--- src/rtl/sirq_pkg.sv ---
package sirq_pkg;

  typedef enum logic [3:0] {
    S_OFF, S_SLOW, S_SREC, S_STA, S_DSMP, S_DREC, S_DTA,
    S_PLOW, S_PREC, S_PTA, S_GAP, S_WAIT
  } sirq_state_e;

  // start-frame low length for a width code
  function automatic logic [3:0] sirq_start_clocks(input logic [1:0] sel);
    case (sel)
      2'd0:    return 4'd4;
      2'd1:    return 4'd6;
      default: return 4'd8;
    endcase
  endfunction

endpackage

--- src/rtl/sirq_seq.sv ---
module sirq_seq
  import sirq_pkg::*;
#(
  parameter int NFRAMES  = 21,
  parameter int GAP_CLKS = 2
) (
  input  logic                       clk,
  input  logic                       rst_n,
  input  logic                       enable,
  input  logic                       quiet_req,
  input  logic [1:0]                 width_sel,
  input  logic                       line_in,
  output logic                       drv_en,
  output logic                       drv_val,
  output logic                       smp_stb,
  output logic [$clog2(NFRAMES)-1:0] frame_idx,
  output logic                       frame_done,
  output logic                       quiet_mode
);
  localparam int FW = $clog2(NFRAMES);
  localparam int CW = $clog2(GAP_CLKS + 9) + 1;
  localparam logic [FW-1:0] LAST = FW'(NFRAMES - 1);

  sirq_state_e   st;
  logic [CW-1:0] cnt;
  logic [FW-1:0] fidx;
  logic          mode_q;

  always_ff @(posedge clk or negedge rst_n) begin
    if (!rst_n) begin
      st     <= S_OFF;
      cnt    <= '0;
      fidx   <= '0;
      mode_q <= 1'b0;
    end else begin
      case (st)
        S_OFF: if (enable) begin
          st  <= S_SLOW;
          cnt <= CW'(sirq_start_clocks(width_sel));
        end
        S_SLOW: if (cnt == CW'(1)) st <= S_SREC; else cnt <= cnt - CW'(1);
        S_SREC: st <= S_STA;
        S_STA: begin
          st   <= S_DSMP;
          fidx <= '0;
        end
        S_DSMP: st <= S_DREC;
        S_DREC: st <= S_DTA;
        S_DTA: if (fidx == LAST) begin
          st     <= S_PLOW;
          mode_q <= quiet_req;
          cnt    <= quiet_req ? CW'(2) : CW'(3);
        end else begin
          st   <= S_DSMP;
          fidx <= fidx + FW'(1);
        end
        S_PLOW: if (cnt == CW'(1)) st <= S_PREC; else cnt <= cnt - CW'(1);
        S_PREC: st <= S_PTA;
        S_PTA: begin
          st  <= mode_q ? S_WAIT : S_GAP;
          cnt <= CW'(GAP_CLKS);
        end
        S_GAP: if (cnt == CW'(1)) begin
          if (enable) begin
            st  <= S_SLOW;
            cnt <= CW'(sirq_start_clocks(width_sel));
          end else begin
            st <= S_OFF;
          end
        end else begin
          cnt <= cnt - CW'(1);
        end
        S_WAIT: if (!enable) begin
          st     <= S_OFF;
          mode_q <= 1'b0;
        end else if (!line_in) begin
          st  <= S_SLOW;
          cnt <= CW'(sirq_start_clocks(width_sel) - 4'd1);
        end
        default: st <= S_OFF;
      endcase
    end
  end

  always_comb begin
    drv_en  = 1'b0;
    drv_val = 1'b1;
    case (st)
      S_SLOW, S_PLOW: begin drv_en = 1'b1; drv_val = 1'b0; end
      S_SREC, S_PREC: drv_en = 1'b1;
      default: ;
    endcase
  end

  assign smp_stb    = (st == S_DSMP);
  assign frame_idx  = fidx;
  assign frame_done = (st == S_DTA) && (fidx == LAST);
  assign quiet_mode = mode_q;

endmodule

--- src/rtl/sirq_capture.sv ---
module sirq_capture #(
  parameter int NUM_HIGH = 16,
  parameter int NFRAMES  = 21
) (
  input  logic                       clk,
  input  logic                       rst_n,
  input  logic                       smp_stb,
  input  logic [$clog2(NFRAMES)-1:0] frame_idx,
  input  logic                       line_in,
  input  logic                       frame_done,
  output logic [NFRAMES-1:0]         irq_req
);
  logic [NFRAMES-1:0] samp;
  logic [NFRAMES-1:0] lvl;

  always_ff @(posedge clk or negedge rst_n) begin
    if (!rst_n) samp <= '0;
    else if (smp_stb) samp[frame_idx] <= line_in;
  end

  // per-line polarity
  for (genvar i = 0; i < NFRAMES; i++) begin : g_pol
    if (i < NUM_HIGH) begin : g_hi
      assign lvl[i] = samp[i];
    end else begin : g_lo
      assign lvl[i] = ~samp[i];
    end
  end

  // one update per cycle
  always_ff @(posedge clk or negedge rst_n) begin
    if (!rst_n) irq_req <= '0;
    else if (frame_done) irq_req <= lvl;
  end

endmodule

--- src/rtl/sirq_host.sv ---
module sirq_host #(
  parameter int NUM_HIGH  = 16,
  parameter int NUM_LOWAC = 5,
  parameter int GAP_CLKS  = 2
) (
  input  logic                            clk,
  input  logic                            rst_n,
  input  logic                            enable,
  input  logic                            quiet_req,
  input  logic [1:0]                      width_sel,
  input  logic                            sirq_in,
  output logic                            sirq_oe,
  output logic                            sirq_out,
  output logic [NUM_HIGH+NUM_LOWAC-1:0]   irq_req,
  output logic                            quiet_mode
);
  localparam int NFRAMES = NUM_HIGH + NUM_LOWAC;
  localparam int FW      = $clog2(NFRAMES);

  logic          smp_stb;
  logic          frame_done;
  logic [FW-1:0] frame_idx;

  sirq_seq #(.NFRAMES(NFRAMES), .GAP_CLKS(GAP_CLKS)) u_seq (
    .clk        (clk),
    .rst_n      (rst_n),
    .enable     (enable),
    .quiet_req  (quiet_req),
    .width_sel  (width_sel),
    .line_in    (sirq_in),
    .drv_en     (sirq_oe),
    .drv_val    (sirq_out),
    .smp_stb    (smp_stb),
    .frame_idx  (frame_idx),
    .frame_done (frame_done),
    .quiet_mode (quiet_mode)
  );

  sirq_capture #(.NUM_HIGH(NUM_HIGH), .NFRAMES(NFRAMES)) u_cap (
    .clk        (clk),
    .rst_n      (rst_n),
    .smp_stb    (smp_stb),
    .frame_idx  (frame_idx),
    .line_in    (sirq_in),
    .frame_done (frame_done),
    .irq_req    (irq_req)
  );

endmodule

--- config.mk ---
export PLATFORM = sky130hd
export DESIGN_NAME = sirq_host
export DESIGN_NICKNAME = d
export VERILOG_FILES = /design/src/rtl/sirq_pkg.sv /design/src/rtl/sirq_seq.sv /design/src/rtl/sirq_capture.sv /design/src/rtl/sirq_host.sv
export SDC_FILE = /design/constraint.sdc
export NUM_CORES = 1
export LEC_CHECK = 0
export BUFFER_PORTS_ARGS = -buffer_cell sky130_fd_sc_hd__buf_4
export CORE_MARGIN = 2
export CORE_UTILIZATION = 40
export DETAILED_ROUTE_END_ITERATION = 8
export PLACE_DENSITY = 0.58
export SYNTH_ARGS = -nofsm -noshare
export SYNTH_HDL_FRONTEND = slang
export SYNTH_SLANG_ARGS = --single-unit
export TNS_END_PERCENT = 30
--- constraint.sdc ---
create_clock -name clk -period 2.1 [get_ports clk]
set_input_delay 0.105 -clock clk [delete_from_list [all_inputs] [get_ports clk]]
set_output_delay 0.105 -clock clk [all_outputs]
set_load 0.02 [all_outputs]
==> metrics.md, run 1 <==
| Metric | Value |
|---|---|
| Bufs on Longest Clock Path | `2` |
| Mapped Nets | `290` |
| Gate Count Post-Synth | `277` |
| H-tree levels | `3` |
| Required time worst endpoint | `about 2.3 ns` |
| Final hold slack | `between 0.06 and 0.07 ns` |
| Crit-path max cell delay | `between 0.4 and 0.5 ns` |
| Crit-path slowest cell | `or4b_4` |
| Fin. Hold Viols | `0` |
| Clk sink count | `between 50 and 60` |
| Core box area | `about 7200 sq um` |
| Inst Count DP | `406` |
| # port buffers | `30` |
| Max cap viols | `0` |
| Antenna Cells | `0` |
| First-pass GRT wire length | `about 11000 um` |
| Die width | `89.6 um` |
| Highest routed layer | `met4` |
| Seq/Total Area, Yosys | `0.486` |
| Area of the multi-input gates | `between 1000 and 1500 sq um` |
| Simple-Gate Fraction of Synth Area | `0.165` |
| Yosys Warn Count | `0` |
| Starting Density | `0.409` |
| Post-route minimum period | `~2.0 ns` |
| Share of cells above drive strength 1 | `0.336` |
| GR Overflow Total | `0` |
| Synth Area in Compound Gates | `0.124` |
| Setup TNS | `0 ns` |
| Met2 wire len | `roughly 2900 um` |
| Area grow syn2layout | `21.6%` |
| Static leakage | `~1.6 nW` |
| Yosys cell types | `between 50 and 60` |
| Peak VDD IR | `~0.00025 V` |
| Post-Layout Cell Count | `423` |
| Crit path launch type | `flop` |
| Initial antenna violation count | `0` |
| Worst-skew pair later-pin latency | `~0.34 ns` |
| Gp weighted congestion | `a little under 0.9` |
| Least-Margin Pin Slew | `0.707 ns` |
| Max_slew headroom | `0.529` |
| Mean number of vias per cell | `5.17` |
| Fmax | `between 0.5 and 0.6 GHz` |
| Fillers | `roughly 670` |
| Post-route ant nets | `0` |
| Die ar. | `roughly 8000 sq um` |
| CP Cell Sequence | `inv_2 > ha_1 > or4b_4 > a32oi_4 > nor2_2 > a21oi_2 > mux2_1` |
| Die Y | `about 90 um` |
| Largest delay share family, worst path | `simple AND/OR/NAND/NOR gates` |
| Async SR Flop Fraction | `1.00` |
| Clock transition at path regs | `roughly 0.070 ns` |
| Cell area after synthesis | `roughly 3000 sq um` |
| Hold WC Path Type | `input port to flop` |
| Vias in the first global route | `2141` |
| Worst-path maximum fanout | `4` |
| Status | `completed` |
| Post-Synth XOR/XNOR Area | `0.0179` |
| Arr. time, crit path | `2.22 ns` |
| M1 wire length | `3100 um` |
| Avg Inst Size Synth | `about 11 sq um` |
| TritonCTS clock tree | `yes` |
| Initial DRC Count | `approximately 170` |
| DR WL/cell | `between 10 and 15 um` |
| Rows | `31` |
| PwrDens | `about 660 nW/um^2` |
| Post-route clock period utilization | `0.950` |
| Worst Setup End Kind | `flop` |
| Number of flops mapped to enable cells by yosys | `0` |
| Final Setup Violations | `0` |
| Mux share of post-synthesis cell area | `0.146` |
| Dpl hpwl | `between 4000 and 5000 um` |
| Inserted Clock Buffers | `9` |
| Vias | `around 2200` |
| Primary FF master, synth | `dfrtp_1` |
| Routed WL | `about 6300 um` |
| Crit Path Class | `flop to flop` |
| Register bit count reported by yosys | `57` |
| Register cell area after layout | `around 1400 sq um` |
| Post-Synth Adder-Cell Area | `0.0256` |
| Number of remaining DRC errors | `0` |
| Combinational family with the most area after synthesis | `simple AND/OR/NAND/NOR gates` |
| I/O Pins | `31` |
| Routed length on met3 | `approximately 230 um` |
| TritonRoute pass-1 iters | `4` |
| Largest net degree at the start of global routing | `slightly below 60` |
| Root buffer cell | `clkbuf_8` |
| Max Slew Vio Count | `0` |
| Crit path buf inv count | `1` |
| GRT Util Overall | `0.175` |
| Total Nets Final | `between 300 and 400` |
| RSZ-0062 raised after global routing | `no` |
| Clk_skew | `0.0123 ns` |
-- through the flow --
step                instance area (sq um)  worst slack (ns)  utilization  total power [mW]
floorplan                            2930             0.137            -              1.17
global placement                     3330             0.103        0.463              1.21
detailed placement                   3330            0.0271        0.463              1.22
CTS                                  3560            0.0268        0.496              2.39
global route                         3570            0.0208        0.497              2.46
finish                               3570             0.104        0.497              2.36
-- what timing repair did --
item	in CTS	in global routing
setup buffers	0	0
hold buffers	1	0
endpoints found under the setup margin	0	3
resized for setup	0	3
hold endpoints to repair	57	0
-- flip-flops by register name, summed over array words and instances, names as in the netlist --
name and count:
u_seq.st 4, u_cap.samp 21, u_cap.irq_req 21, u_seq.frame_idx 5, u_seq.cnt 5, u_seq.quiet_mode 1
-- layout make-up --
| type | count | share of cell area |
|---|---|---|
| clock buffer | 10 | 0.0386 |
| inverter | 9 | 0.00947 |
| clock inverter | 6 | 0.0249 |
| multi-input combinational | 196 | 0.395 |
| sequential | 57 | 0.400 |
| timing repair buffer | 46 | 0.0975 |
| tap | 99 | 0.0347 |
-- where the power goes --
| part | total [mW] | switching (mW) | internal [mW] | leakage, nW |
|---|---|---|---|---|
| combinational | 0.0664 | 0.0406 | 0.0258 | 0.811 |
| sequential | 1.13 | 0.0103 | 1.12 | 0.723 |
| clock | 1.17 | 0.464 | 0.702 | 0.109 |
-- worst min-delay path: stages --
cell and delay, ns:
buf_4 0.09, a31oi_1 0.07, o2bb2ai_1 0.11
-- metal layers --
layer  global-route usage  vias to the layer above
met5                    0                        -
met4               0.0896                        0
met3               0.0311                       10
met2                0.257                       47
met1                0.248                     1062
li1                     -                     1068
-- cell usage after synthesis (2+ instances only) --
cell       instances  share of area
dfrtp_1           57           0.49
nand2_1           40          0.051
mux2_2            37           0.14
nor2_1            15          0.019
o21ai_0           14          0.024
inv_1              9          0.012
a21oi_1            8          0.014
and3_1             7          0.015
buf_2              7          0.012
clkbuf_1           7         0.0090
nand3_1            7          0.012
ha_1               6          0.026
o211ai_1           4          0.010
o2bb2ai_1          4          0.012
xnor2_1            4          0.012
a31oi_1            3         0.0064
nor2b_1            3         0.0064
nor3_1             3         0.0051
nor3b_1            3         0.0077
a22o_1             2         0.0060
a32o_1             2         0.0068
and2_1             2         0.0043
o22ai_1            2         0.0043
o31ai_1            2         0.0051
or3_1              2         0.0043
xor2_1             2         0.0060
-- logic make-up (layout without fill, tap and decap cells) --
| family | Yosys count | count (layout) |
|---|---|---|
| xor gates and xnor gates | 6 | 6 |
| muxes | 38 | 38 |
| buffers and inverters | 24 | 71 |
| and+or+nand+nor | 95 | 95 |
| AOI/OAI and AO/OA | 51 | 51 |
| adders and majority gates | 6 | 6 |
| DFF | 57 | 57 |
-- worst paths after layout --
kind | slack, ns | cells after the start | startpoint | to
worst max-delay path | 0.10 | 7 | u_seq.cnt[1] | u_seq.st[0]
worst min-delay path | 0.07 | 3 | width_sel[1] | u_seq.cnt[3]
worst max register to register | 0.10 | 7 | u_seq.cnt[1] | u_seq.st[0]
worst min register to register | 0.47 | 1 | u_cap.samp[18] | u_cap.irq_req[18]
max in group asynchronous | 1.25 | 2 | rst_n | u_cap.samp[19]
min in group asynchronous | 0.37 | 2 | rst_n | u_cap.irq_req[5]
-- layout by cell type (no fill, tap or decap), types with 3 or more instances in the layout --
master     Yosys  routed
a21oi_1        8       7
a31oi_1        3       3
and3_1         7       7
buf_4          1      45
clkbuf_8       0      10
dfrtp_1       57      57
ha_1           6       6
inv_1          9       7
mux2_2        37      37
nand2_1       40      40
nand3_1        7       7
nor2_1        15      15
nor2b_1        3       3
nor3_1         3       3
nor3b_1        3       3
o211ai_1       4       4
o21ai_0       14      14
o2bb2ai_1      4       4
xnor2_1        4       4
No activity file was read; power rests on OpenSTA's default activity.
==> run 2: changes to the inputs <==
--- a/config.mk
+++ b/config.mk
@@ -8,6 +8,7 @@
 export BUFFER_PORTS_ARGS = -buffer_cell sky130_fd_sc_hd__buf_4
 export CORE_MARGIN = 2
 export CORE_UTILIZATION = 40
+export CTS_BUF_LIST = sky130_fd_sc_hd__clkbuf_16
 export DETAILED_ROUTE_END_ITERATION = 8
 export PLACE_DENSITY = 0.58
 export SYNTH_ARGS = -nofsm -noshare
==> metrics.md, run 2 (synthesis gave the netlist of run 1 again) <==
| Metric | Value |
|---|---|
| Most frequent cells in the layout | `dfrtp_1 (57), buf_4 (48), nand2_1 (40)` |
| Dpl hpwl | `4370 um` |
| I/O Pins | `31` |
| Share of cells above drive strength 1 | `0.339` |
| Clock transition at path regs | `~0.050 ns` |
| Core box area | `slightly above 7000 sq um` |
| Hold path depth | `3` |
| Worst Setup End Kind | `flop` |
| Area grow syn2layout | `25.7%` |
| First-pass GRT wire length | `around 11000 um` |
| Worst-skew pair later-pin latency | `0.32 ns` |
| Vias | `approximately 2200` |
| Routed WL | `around 6400 um` |
| Reg2Reg Depth | `7` |
| Commonest non-fill, non-tap cell in the layout | `dfrtp_1` |
| TritonCTS clock tree | `yes` |
| Crit path buf inv count | `1` |
| Arr. time, crit path | `~2.3 ns` |
| Status | `completed` |
| Static leakage | `1.70 nW` |
| Post-route minimum period | `around 2.1 ns` |
| # port buffers | `30` |
| Initial antenna violation count | `0` |
| Max cap viols | `0` |
| Least-Margin Pin Slew | `slightly above 0.7 ns` |
| Vias in the first global route | `2171` |
| Fmax | `0.484 GHz` |
| PwrDens | `between 700 and 800 nW/um^2` |
| Total Nets Final | `335` |
| Post-route clock period utilization | `0.984` |
| Hold WC Path Type | `input port to flop` |
| Final Setup Violations | `0` |
| Largest delay share family, worst path | `simple AND/OR/NAND/NOR gates` |
| Crit-path max cell delay | `roughly 0.49 ns` |
| Mean number of vias per cell | `5.20` |
| CP Cell Sequence | `inv_2 > ha_2 > or4b_4 > a32oi_4 > nor2_4 > a21oi_2 > mux2_4` |
| GRT Util Overall | `0.177` |
| Required time worst endpoint | `2.31 ns` |
| Number of remaining DRC errors | `0` |
| Final hold slack | `roughly 0.094 ns` |
| Fin util | `0.514` |
| Die Y | `roughly 90 um` |
| Fin. Hold Viols | `0` |
| Antenna Cells | `0` |
| Max_slew headroom | `0.526` |
| Tot Pwr | `between 2 and 3 mW` |
| DR WL/cell | `between 10 and 15 um` |
| Inserted Clock Buffers | `9` |
| Peak VDD IR | `0.000355 V` |
| Fillers | `648` |
| Crit path launch type | `flop` |
| TritonRoute pass-1 iters | `4` |
| H-tree levels | `3` |
| Clk_skew | `about 0.011 ns` |
| Rows | `31` |
| Crit Path Class | `flop to flop` |
| Gp weighted congestion | `around 0.87` |
| Largest net degree at the start of global routing | `58` |
| Starting Density | `0.409` |
| Worst-path maximum fanout | `4` |
| Root buffer cell | `clkbuf_16` |
| Max Slew Vio Count | `0` |
| Setup TNS | `0 ns` |
| Biggest regs | `u_cap.irq_req x21, u_cap.samp x21` |
| Crit-path slowest cell | `or4b_4` |
| Bufs on Longest Clock Path | `2` |
| Die width | `approximately 90 um` |
| Clk sink count | `57` |
| Post-route ant nets | `0` |
| Initial DRC Count | `137` |
| GR Overflow Total | `0` |
| Die ar. | `8030 sq um` |
| WP depth | `7` |
run 2: changes by cell type in the layout (fill, tap and decap cells not counted):
cell,delta
a21oi_1,+1
nor2_2,-1
inv_2,-1
mux2_1,-1
a21oi_2,-1
ha_2,+1
clkbuf_16,+9
inv_1,+1
buf_4,+3
ha_1,-1
clkbuf_8,-10
clkinv_1,+1
nor2_4,+1
mux2_4,+1
run 2: metal layers:
metal	wire (um)	part of all wire	vias to the layer above	GRT usage
met5	0	0	-	0
met4	130	0.020	0	0.0814
met1	3140	0.49	1085	0.254
li1	-	-	1079	-
met3	197	0.031	11	0.0311
met2	2910	0.46	40	0.261
run 2: report_power, final:
group	internal (mW)	switching, mW
sequential	1.12	0.0103
clock	1.03	0.504
combinational	0.0258	0.0408
total	2.18	0.555
run 2: repair_timing:
item,CTS,global route
pin swaps,1,2
resized for setup,0,4
endpoints found under the hold margin,57,0
setup endpoints to repair,1,2
setup buffers,0,3
hold buffers,1,0
run 2: cell type report:
| cell class | instances | area (sq um) | area share |
|---|---|---|---|
| clock buffer | 9 | 225 | 0.0611 |
| clock inverter | 7 | 92.6 | 0.0251 |
| inverter | 9 | 33.8 | 0.00916 |
| multi-input combinational | 196 | 1420 | 0.384 |
| sequential | 57 | 1430 | 0.387 |
| tap | 99 | 124 | 0.0336 |
| timing repair buffer | 49 | 370 | 0.100 |
run 2: worst min-delay path: stages:
cell	delay [ns]
buf_4	0.09
a31oi_1	0.07
o2bb2ai_1	0.11
run 2: path summary, 6_finish.rpt:
kind / startpoint / to / slack [ns]
worst max-delay path: u_seq.cnt[1] / u_seq.st[0] / 0.03
worst min-delay path: width_sel[1] / u_seq.cnt[3] / 0.09
worst max register to register: u_seq.cnt[1] / u_seq.st[0] / 0.03
worst min register to register: u_cap.samp[18] / u_cap.irq_req[18] / 0.47
max in group asynchronous: rst_n / u_cap.irq_req[19] / 1.22
min in group asynchronous: rst_n / u_cap.irq_req[5] / 0.39
run 2: through the flow:
stage	instance area, sq um	cells	worst slack (ns)
6_report	3690	426	0.0326
5_1_grt	3690	426	-0.000195
4_1_cts	3650	423	0.0512
3_5_place_dp	3330	406	0.0271
3_3_place_gp	3330	406	0.103
2_1_floorplan	2930	277	0.137
